==> config.mk <==
export PLATFORM = sky130hd
export DESIGN_NAME = state_save_seq
export DESIGN_NICKNAME = d
export VERILOG_FILES = /design/src/rtl/ssv_pkg.sv /design/src/rtl/ssv_reqmap.sv /design/src/rtl/ssv_seg_pick.sv /design/src/rtl/ssv_addr.sv /design/src/rtl/state_save_seq.sv
export SDC_FILE = /design/constraint.sdc
export NUM_CORES = 1
export LEC_CHECK = 0
export ABC_AREA = 1
export ABC_CLOCK_PERIOD_IN_PS = 5500
export BUFFER_PORTS_ARGS = -buffer_cell sky130_fd_sc_hd__buf_4
export CORE_AREA = 2 2 303 305
export CTS_CLUSTER_SIZE = 14
export DETAILED_ROUTE_END_ITERATION = 10
export DIE_AREA = 0 0 305 307
export RECOVER_POWER = 25
export SYNTH_ARGS = -nofsm -noshare
export SYNTH_HDL_FRONTEND = slang
export SYNTH_SLANG_ARGS = --single-unit
==> constraint.sdc <==
create_clock -name clk_i -period 5.5 [get_ports clk_i]
set_input_delay 1.65 -clock clk_i [delete_from_list [all_inputs] [get_ports clk_i]]
set_output_delay 1.65 -clock clk_i [all_outputs]
set_load 0.1 [all_outputs]
==> src/rtl/ssv_pkg.sv <==
package ssv_pkg;
  typedef enum logic [1:0] {ST_IDLE, ST_RDH, ST_WR, ST_HDR} ssv_state_e;

  // fixed legacy layout, bytes/words from base
  localparam int FP_WORDS  = 20;
  localparam int CTL_WORD  = 3;
  localparam int CTL_BYTE  = 24;
  localparam int VEC_BYTE  = 160;
  localparam int VEC_WORDS = 32;
  localparam int HDR_BYTE  = 512;
  localparam int GAP_LO    = 464;
  localparam int GAP_HI    = 511;

  // segment walk order
  localparam int SEG_FP   = 0;
  localparam int SEG_VEC  = 1;
  localparam int SEG_CTL  = 2;
  localparam int SEG_EXT0 = 3;
endpackage

==> src/rtl/ssv_reqmap.sv <==
module ssv_reqmap (
  input  logic [63:0] feat_en_i,
  input  logic [63:0] req_hi_i,
  input  logic [63:0] req_lo_i,
  output logic [63:0] map_o
);
  // upper register halves are architecturally ignored
  logic unused_upper;
  assign unused_upper = ^{req_hi_i[63:32], req_lo_i[63:32]};
  assign map_o = feat_en_i & {req_hi_i[31:0], req_lo_i[31:0]};
endmodule

==> src/rtl/ssv_seg_pick.sv <==
module ssv_seg_pick import ssv_pkg::*; #(
  parameter  int NCOMP = 8,
  localparam int NEXT  = NCOMP - 2,
  localparam int NSEG  = NCOMP + 1,
  localparam int SW    = $clog2(NSEG + 1)
) (
  input  logic [NCOMP-1:0] map_i,
  input  logic [NEXT-1:0]  ext_nz_i,
  input  logic [SW-1:0]    from_i,
  output logic             found_o,
  output logic [SW-1:0]    seg_o
);
  logic [NSEG-1:0] seg_en;

  assign seg_en[SEG_FP]  = map_i[0];
  assign seg_en[SEG_VEC] = map_i[1];
  assign seg_en[SEG_CTL] = map_i[1] | map_i[2];

  for (genvar s = SEG_EXT0; s < NSEG; s++) begin : g_ext_en
    assign seg_en[s] = map_i[s-1] & ext_nz_i[s-SEG_EXT0];
  end

  // lowest enabled segment at or above from_i
  always_comb begin
    found_o = 1'b0;
    seg_o   = '0;
    for (int s = NSEG - 1; s >= 0; s--) begin
      if (seg_en[s] && (SW'(s) >= from_i)) begin
        found_o = 1'b1;
        seg_o   = SW'(s);
      end
    end
  end
endmodule

==> src/rtl/ssv_addr.sv <==
module ssv_addr import ssv_pkg::*; #(
  parameter  int NCOMP = 8,
  parameter  int AW    = 32,
  parameter  int OFF_W = 16,
  parameter  int LEN_W = 8,
  localparam int NEXT  = NCOMP - 2,
  localparam int NSEG  = NCOMP + 1,
  localparam int SW    = $clog2(NSEG + 1),
  localparam int CW    = $clog2(NCOMP)
) (
  input  logic [SW-1:0]                seg_i,
  input  logic [LEN_W-1:0]             word_i,
  input  logic [AW-1:0]                base_i,
  input  logic [NEXT-1:0][OFF_W-1:0]   off_i,
  input  logic [NEXT-1:0][LEN_W-1:0]   len_i,
  output logic [AW-1:0]                addr_o,
  output logic [LEN_W-1:0]             len_o,
  output logic [CW-1:0]                comp_o
);
  logic [AW-1:0] seg_off;

  always_comb begin
    seg_off = '0;
    len_o   = '0;
    comp_o  = '0;
    unique case (int'(seg_i))
      SEG_FP: begin
        len_o = LEN_W'(FP_WORDS);
      end
      SEG_VEC: begin
        seg_off = AW'(VEC_BYTE);
        len_o   = LEN_W'(VEC_WORDS);
        comp_o  = CW'(1);
      end
      SEG_CTL: begin
        seg_off = AW'(CTL_BYTE);
        len_o   = LEN_W'(1);
        comp_o  = CW'(1);
      end
      default: begin
        for (int k = 0; k < NEXT; k++) begin
          if (int'(seg_i) == k + SEG_EXT0) begin
            seg_off = AW'(off_i[k]);
            len_o   = len_i[k];
            comp_o  = CW'(k + 2);
          end
        end
      end
    endcase
  end

  assign addr_o = base_i + seg_off + AW'({word_i, 3'b000});
endmodule

==> src/rtl/state_save_seq.sv <==
module state_save_seq import ssv_pkg::*; #(
  parameter  int NCOMP = 8,
  parameter  int AW    = 32,
  parameter  int OFF_W = 16,
  parameter  int LEN_W = 8,
  localparam int NEXT  = NCOMP - 2,
  localparam int NSEG  = NCOMP + 1,
  localparam int SW    = $clog2(NSEG + 1),
  localparam int CW    = $clog2(NCOMP)
) (
  input  logic                       clk_i,
  input  logic                       rst_ni,
  input  logic                       start_i,
  input  logic [63:0]                req_hi_i,
  input  logic [63:0]                req_lo_i,
  input  logic [63:0]                feat_en_i,
  input  logic [63:0]                in_use_i,
  input  logic [AW-1:0]              base_i,
  input  logic [63:0]                fpctl_i,
  input  logic [NEXT-1:0][OFF_W-1:0] ext_off_i,
  input  logic [NEXT-1:0][LEN_W-1:0] ext_len_i,
  output logic [CW-1:0]              src_comp_o,
  output logic [LEN_W-1:0]           src_word_o,
  input  logic [63:0]                src_data_i,
  output logic                       rd_valid_o,
  output logic [AW-1:0]              rd_addr_o,
  input  logic                       rd_ready_i,
  input  logic [63:0]                rd_data_i,
  output logic                       wr_valid_o,
  input  logic                       wr_ready_i,
  output logic [AW-1:0]              wr_addr_o,
  output logic [63:0]                wr_data_o,
  output logic [7:0]                 wr_be_o,
  output logic                       busy_o,
  output logic                       done_o
);
  ssv_state_e                 state_q;
  logic [63:0]                map_q, in_use_q, old_q;
  logic [AW-1:0]              base_q;
  logic [NEXT-1:0][OFF_W-1:0] off_q;
  logic [NEXT-1:0][LEN_W-1:0] len_q;
  logic [SW-1:0]              seg_q;
  logic [LEN_W-1:0]           word_q;
  logic                       done_q;

  logic [63:0]      map_d;
  logic [NEXT-1:0]  ext_nz;
  logic [SW-1:0]    pick_from, pick_seg;
  logic             pick_found;
  logic [AW-1:0]    seg_addr, hdr_addr;
  logic [LEN_W-1:0] seg_len, w_nxt;
  logic             seg_last;
  logic [63:0]      hdr_new;

  ssv_reqmap u_reqmap (
    .feat_en_i (feat_en_i),
    .req_hi_i  (req_hi_i),
    .req_lo_i  (req_lo_i),
    .map_o     (map_d)
  );

  for (genvar k = 0; k < NEXT; k++) begin : g_nz
    assign ext_nz[k] = |len_q[k];
  end

  assign pick_from = (state_q == ST_RDH) ? '0 : seg_q + 1'b1;

  ssv_seg_pick #(.NCOMP(NCOMP)) u_pick (
    .map_i    (map_q[NCOMP-1:0]),
    .ext_nz_i (ext_nz),
    .from_i   (pick_from),
    .found_o  (pick_found),
    .seg_o    (pick_seg)
  );

  ssv_addr #(.NCOMP(NCOMP), .AW(AW), .OFF_W(OFF_W), .LEN_W(LEN_W)) u_addr (
    .seg_i  (seg_q),
    .word_i (word_q),
    .base_i (base_q),
    .off_i  (off_q),
    .len_i  (len_q),
    .addr_o (seg_addr),
    .len_o  (seg_len),
    .comp_o (src_comp_o)
  );

  // control word slot inside the fp image is owned by its own segment
  always_comb begin
    w_nxt = word_q + 1'b1;
    if (seg_q == SW'(SEG_FP) && w_nxt == LEN_W'(CTL_WORD)) w_nxt = word_q + LEN_W'(2);
  end
  assign seg_last = (w_nxt >= seg_len);

  assign hdr_addr = base_q + AW'(HDR_BYTE);
  assign hdr_new  = (old_q & ~map_q) | (in_use_q & map_q);

  always_ff @(posedge clk_i or negedge rst_ni) begin
    if (!rst_ni) begin
      state_q  <= ST_IDLE;
      map_q    <= '0;
      in_use_q <= '0;
      old_q    <= '0;
      base_q   <= '0;
      off_q    <= '0;
      len_q    <= '0;
      seg_q    <= '0;
      word_q   <= '0;
      done_q   <= 1'b0;
    end else begin
      done_q <= 1'b0;
      unique case (state_q)
        ST_IDLE: begin
          if (start_i) begin
            map_q    <= map_d;
            in_use_q <= in_use_i;
            base_q   <= base_i;
            off_q    <= ext_off_i;
            len_q    <= ext_len_i;
            state_q  <= ST_RDH;
          end
        end
        ST_RDH: begin
          if (rd_ready_i) begin
            old_q  <= rd_data_i;
            word_q <= '0;
            if (pick_found) begin
              seg_q   <= pick_seg;
              state_q <= ST_WR;
            end else begin
              state_q <= ST_HDR;
            end
          end
        end
        ST_WR: begin
          if (wr_ready_i) begin
            if (!seg_last) begin
              word_q <= w_nxt;
            end else begin
              word_q <= '0;
              if (pick_found) seg_q <= pick_seg;
              else            state_q <= ST_HDR;
            end
          end
        end
        ST_HDR: begin
          if (wr_ready_i) begin
            state_q <= ST_IDLE;
            done_q  <= 1'b1;
          end
        end
        default: state_q <= ST_IDLE;
      endcase
    end
  end

  assign rd_valid_o = (state_q == ST_RDH);
  assign rd_addr_o  = hdr_addr;
  assign wr_valid_o = (state_q == ST_WR) || (state_q == ST_HDR);
  assign wr_addr_o  = (state_q == ST_HDR) ? hdr_addr : seg_addr;
  assign wr_data_o  = (state_q == ST_HDR) ? hdr_new :
                      (seg_q == SW'(SEG_CTL)) ? fpctl_i : src_data_i;
  assign wr_be_o    = '1;
  assign src_word_o = word_q;
  assign busy_o     = (state_q != ST_IDLE);
  assign done_o     = done_q;
endmodule

-- Word level (Yosys, flattened, before mapping)
Cells that the tools add are included.
- add/sub/neg operators: 6
- $lt $le $gt $ge: 10
- equal/unequal tests: 18
- mux-type cells: 63
- bitwise gates (word level): 12
- reductions and logical operators: 27
- operator list (operator ; count):
    64-bit AND ; 3
    64-bit two-way mux ; 2
    16-bit two-way mux ; 6
    32-bit one-hot mux with 3 select lines ; 1
    8-bit two-way mux ; 10
    64-bit NOT ; 1
    64-bit bitwise OR ; 1
    4-bit two-way mux ; 14
    8-bit OR reduction ; 6
    32-bit by 10-bit adder with 32-bit output (second input constant) ; 1
    32-bit by 11-bit adder with 32-bit output ; 1
    32-bit adder ; 1
    32-bit two-way mux ; 1
    8-bit one-hot mux with 3 select lines ; 1
    4-bit == test (second input constant) ; 5
    3-bit by 4-bit >= comparator with 1-bit output (first input constant) ; 4
    2-bit two-way mux ; 8
    8-bit one-hot mux with 2 select lines ; 1
    1-bit two-way mux ; 12
    3-bit two-way mux ; 4
    1-bit logical AND ; 10
    2-bit inequality test (second input constant) ; 5
    8-bit by 1-bit adder with 8-bit output (second input constant) ; 1
    8-bit by 2-bit adder with 8-bit output (second input constant) ; 1
    other kinds (26) ; 36
- flip-flop bits (word level): 383
- input bits: 629
- output and inout bits: 151
- logic and storage cells: 156

-- Depth between registers and ports, before layout
- word-level depth: 17
- depth in mapped cells: 27
- mapped depth without buffers: 26

-- By module
A second synthesis with hierarchy kept.
- cell total of the unflattened synthesis: 2322
- area, all modules: 21683.3 um2
- modules (own cells, without submodules) (module ; instances ; cells each ; area an instance (um2) ; sequential area each (um2)):
    state_save_seq ; 1 ; 1527 ; 17869.6 ; 9584.2
    ssv_addr ; 1 ; 625 ; 3128.0 ; 0.0
    ssv_reqmap ; 1 ; 128 ; 480.5 ; 0.0
    ssv_seg_pick ; 1 ; 42 ; 205.2 ; 0.0

-- Worst setup path before layout
OpenSTA, ideal clock, no wires.
- path type: register to output
- start: reg seg_q[0]
- end: out wr_addr_o[19]
- arrival time: 5478 ps
- required time: 3850 ps
- slack: -1628 ps
- cell stages (with the launch flop): 23
- buffers on the path: 1
- cells stage by stage: dfrtp_1 inv_1 ha_1 inv_1 nor3_1 inv_2 clkbuf_1 o21ai_0 a31oi_1 ha_1 ha_1 inv_1 fa_1 inv_1 nand2_1 a21oi_2 nand3_1 nand2_1 nand2_1 nand2_2 nand2_1 xor2_1 o21ai_0
- cells in the longest elaborated chain, start to end: 11
- elaborated cells on any way between the ends: 19
- those cells by class: add/sub: 2; eq/ne: 8; mux: 8; reduce/logical: 1
- RTL lines (item ; RTL line ; RTL):
    start, declared ; state_save_seq.sv:42 ; logic [SW-1:0] seg_q;
    start signal, assigned ; state_save_seq.sv:127 ; seg_q <= pick_seg;
    start signal, assigned ; state_save_seq.sv:140 ; if (pick_found) seg_q <= pick_seg;
    4-bit by 3-bit == test with 1-bit output ; ssv_addr.sv:42 ; if (int'(seg_i) == k + SEG_EXT0) begin
    16-bit two-way mux (6 in series) ; ssv_addr.sv:42 ;
    32-bit one-hot mux with 3 select lines * ; ssv_addr.sv:26 ; unique case (int'(seg_i))
    32-bit adder * ; ssv_addr.sv:52 ; assign addr_o = base_i + seg_off + AW'({word_i, 3'b000});
    32-bit by 11-bit adder with 32-bit output * ; ssv_addr.sv:52 ;
    32-bit two-way mux * ; state_save_seq.sv:159 ; assign wr_addr_o = (state_q == ST_HDR) ? hdr_addr : seg_addr;
    end, declared ; state_save_seq.sv:31 ; output logic [AW-1:0] wr_addr_o,
Every way passes the cells marked *; elsewhere a longest branch is shown, timed or not.

-- Worst setup path after layout
- start: reg seg_q[0]
- end: out wr_addr_o[29]
The elaborated chain is that of the path after synthesis.

==> flow_summary.ini <==
[run_status]
status = complete, but fails checks
violations = max-capacitance violations, max-slew violations, negative setup slack

[synthesis]
synth_area_mm2 = 0.0207
yosysWarnings = 0
async_flop_share_pct = 100
yosysSeqAreaShare_pct = 46.3
synth_ff_type = dfrtp_1
syn_area_per_cell_um2 = 9.37
synth_cell_types = 53
yosysMostFrequentCell = nand2_1
ys_top_cells_by_count = nand2_1, dfrtp_1, mux2_2
synth_top_cell_by_area = dfrtp_1
yosys.area.top_type_share_pct = 46.3
syn_inst = 2210
synth_edf_count = 0
synth_area_leaders = dfrtp_1, mux2_2, nand2_1
synth_seq_cells = 383

[floorplanning]
num_rows = 111
die_y_um = 307
start_util_pct = 22.8
die-area_mm2 = 0.0936
coreArea_mm2 = 0.0907
die_width_um = 305
io_pins = 780

[placement]
dp.cells = 4149
port_buffers = 707
gp_congestion = 0.880
dp.final_hpwl_mm = 65.8

[layout]
final_core_util_pct = 35.6
multi_input_area_mm2 = 0.0116
areaGrowthSynthToFinish_pct = 55.8
drive_gt1_share_pct = 48.9
fin_nets = 3728
area.sequential_mm2 = 0.00959
instances_no_fill = 4266
fillerInstances = 9208

[setup_path]
r2r-start = seg_q[0]$_DFFE_PN0P_
regToRegSetupSlack_ns = 1.67
startpoint_type = register
worstSetupPathType = reg -> out
worst_ep_arrival_time_ns = 4.52
r2r-end = src_word_o[2]$_DFFE_PN0P_
critPathMaxFanout = 6
critPathRequiredTime_ns = 3.85
r2r_cells = 20
end_kind = primary output

[min_path]
min_from = old_q[4]$_DFFE_PN0P_
hold_path_depth = 1
hold_class = reg -> reg
holdPathEnd = old_q[4]$_DFFE_PN0P_

[route]
drc = 0
wl_mm = 85.3
wl_per_cell_um = 20.0
routed_via_density = 4.54
routed-via-count = 19400
drtPass1Iterations = 8
drtIter0Drc = 1067
final_antenna_net_count = 0

[timing]
rsz0062_at_grt = true
final-hold-violation-count = 0
drv_slew = 100
min_period_over_period_pct = 112
fin_crit_ns = 6.17
fmax_mhz = 162
worstMarginPinSlew_ns = 2.83
maxSlewHeadroom_pct = -88.9
setup_slack_ns = -0.673
skew_ns = 0.0238
setup_viol = 28

[clocking]
cts_hold_buf = 0
root_buffer = clkbuf_16
clockBufferDepth = 3
cts_tree = done
ctsHtreeMaxLevel = 2
cts.sinks = 383
path_clk_slew_ns = 0.06
clk-insertion-delay-late_ns = 0.60
cts_buffers = 46

[global_routing]
grt_util_all_layers_pct = 17.5
grt_pass1_vias = 19500
grt_antenna_before_repair = 7
grt_pass1_wl_mm = 124
grt_overflow = 0
grt_max_degree = 102

[job]
drv_cap = 2
==> routing by layer <==
layer  routed length [um]  track usage (%)  vias to the layer above
met2                42100             30.4                      613
li1                     -                -                     9220
met4                 2500             4.81                        6
met1                35000             21.7                     9403
met3                 5550             3.98                      112
met5                   38                0                        -
==> cells in the final DEF (no fill, tap or decap), types with 14 or more instances in the layout <==
| master | count |
|---|---|
| ha_4 | 18 |
| xor2_1 | 23 |
| a21oi_4 | 14 |
| o21ai_0 | 170 |
| o21ai_2 | 15 |
| nor2_4 | 14 |
| mux2_2 | 269 |
| buf_12 | 45 |
| ha_1 | 24 |
| a21oi_2 | 19 |
| dfrtp_1 | 382 |
| clkbuf_1 | 14 |
| buf_6 | 33 |
| nand4_1 | 15 |
| inv_1 | 97 |
| nand2_2 | 46 |
| nand2_4 | 19 |
| nand2_1 | 371 |
| clkbuf_16 | 47 |
| nor2_1 | 181 |
| o22ai_1 | 73 |
| nand3_2 | 21 |
| nand3_1 | 34 |
| inv_2 | 14 |
| mux2i_1 | 58 |
| nor2_2 | 16 |
| a21oi_1 | 70 |
| buf_4 | 813 |
==> flip-flops by register name, indices dropped and copies added (netlist names) <==
name	cells
old_q	64
in_use_q	64
len_q	48
done_o	1
state_q	2
base_q	32
src_word_o	8
map_q	64
off_q	96
seg_q	4
==> cells by family (layout without fill, tap and decap cells) <==
family | count (synthesis) | count (layout) | synth area share [%]
AND/OR/NAND/NOR | 740 | 740 | 14.6
multiplexers | 327 | 327 | 17.4
adder cells (fa/ha/maj) | 54 | 54 | 3.59
flip-flops | 383 | 383 | 46.3
XOR/XNOR | 34 | 34 | 1.47
other | 1 | 9 | 0.0181
AO/OA/AOI/OAI | 429 | 429 | 11.5
buffers and inverters | 242 | 1104 | 5.10
==> repair_timing <==
action / CTS / global route
pin swaps: 105 / 69
setup buffers: 28 / 10
cloned: 3 / 0
gates resized for setup: 347 / 88
endpoints found under the setup margin: 30 / 29
==> worst max-delay path by stage <==
stage / depth (start not counted) / slack [ns] / end / start
CTS: 24 / -0.64 / wr_addr_o[24] / seg_q[0]$_DFFE_PN0P_
floorplan: 24 / -0.21 / wr_addr_o[19] / seg_q[1]$_DFFE_PN0P_
global route: 24 / -0.94 / wr_addr_o[31] / seg_q[0]$_DFFE_PN0P_
detailed placement: 22 / -0.70 / wr_addr_o[17] / seg_q[0]$_DFFE_PN0P_
global placement: 22 / -0.67 / wr_addr_o[17] / seg_q[0]$_DFFE_PN0P_
finish: 26 / -0.67 / wr_addr_o[29] / seg_q[0]$_DFFE_PN0P_
==> metrics by stage <==
step                      hold WS [ns]  cell area [um2]  setup slack (ns)  TNS [ns]
after floorplan                  0.469            20900            -0.215    -0.423
after global placement           0.482            28500            -0.668    -11.23
after detailed placement         0.489            28500            -0.696    -13.11
after CTS                        0.503            31800            -0.641    -15.17
after global routing             0.510            32300            -0.943    -21.02
final                            0.501            32300            -0.673    -14.73
==> critical path, stage by stage (launching register included) <==
cell and delay, ns:
dfrtp_2 0.46, buf_6 0.13, ha_2 0.17, inv_2 0.06
nor2_2 0.05, inv_2 0.10, nand2_8 0.08, buf_4 0.15
buf_4 0.15, a21oi_2 0.12, o221ai_2 0.11, buf_4 0.15
a31oi_1 0.13, buf_4 0.17, ha_1 0.26, ha_4 0.30
nand2_1 0.13, nor4_4 0.27, nand2_2 0.10, nand2_4 0.11
nand2_4 0.07, nor2_4 0.15, buf_4 0.12, nand3_1 0.07
nand3_2 0.11, nand2_4 0.05, buf_12 0.16
==> final cells by class <==
class / count / share of cell area (%)
diodes: 1 / 0.00776
inverters: 119 / 1.48
repair buffers: 903 / 23.3
well taps: 1186 / 4.60
clock inverters: 17 / 0.791
flip-flops and latches: 383 / 29.7
clock buffers: 65 / 4.10
multi-input cells: 1592 / 36.0
Power is left out: the tool's default activity adds up to more than one toggle a clock period on the data nets, which glitch-free logic cannot reach.
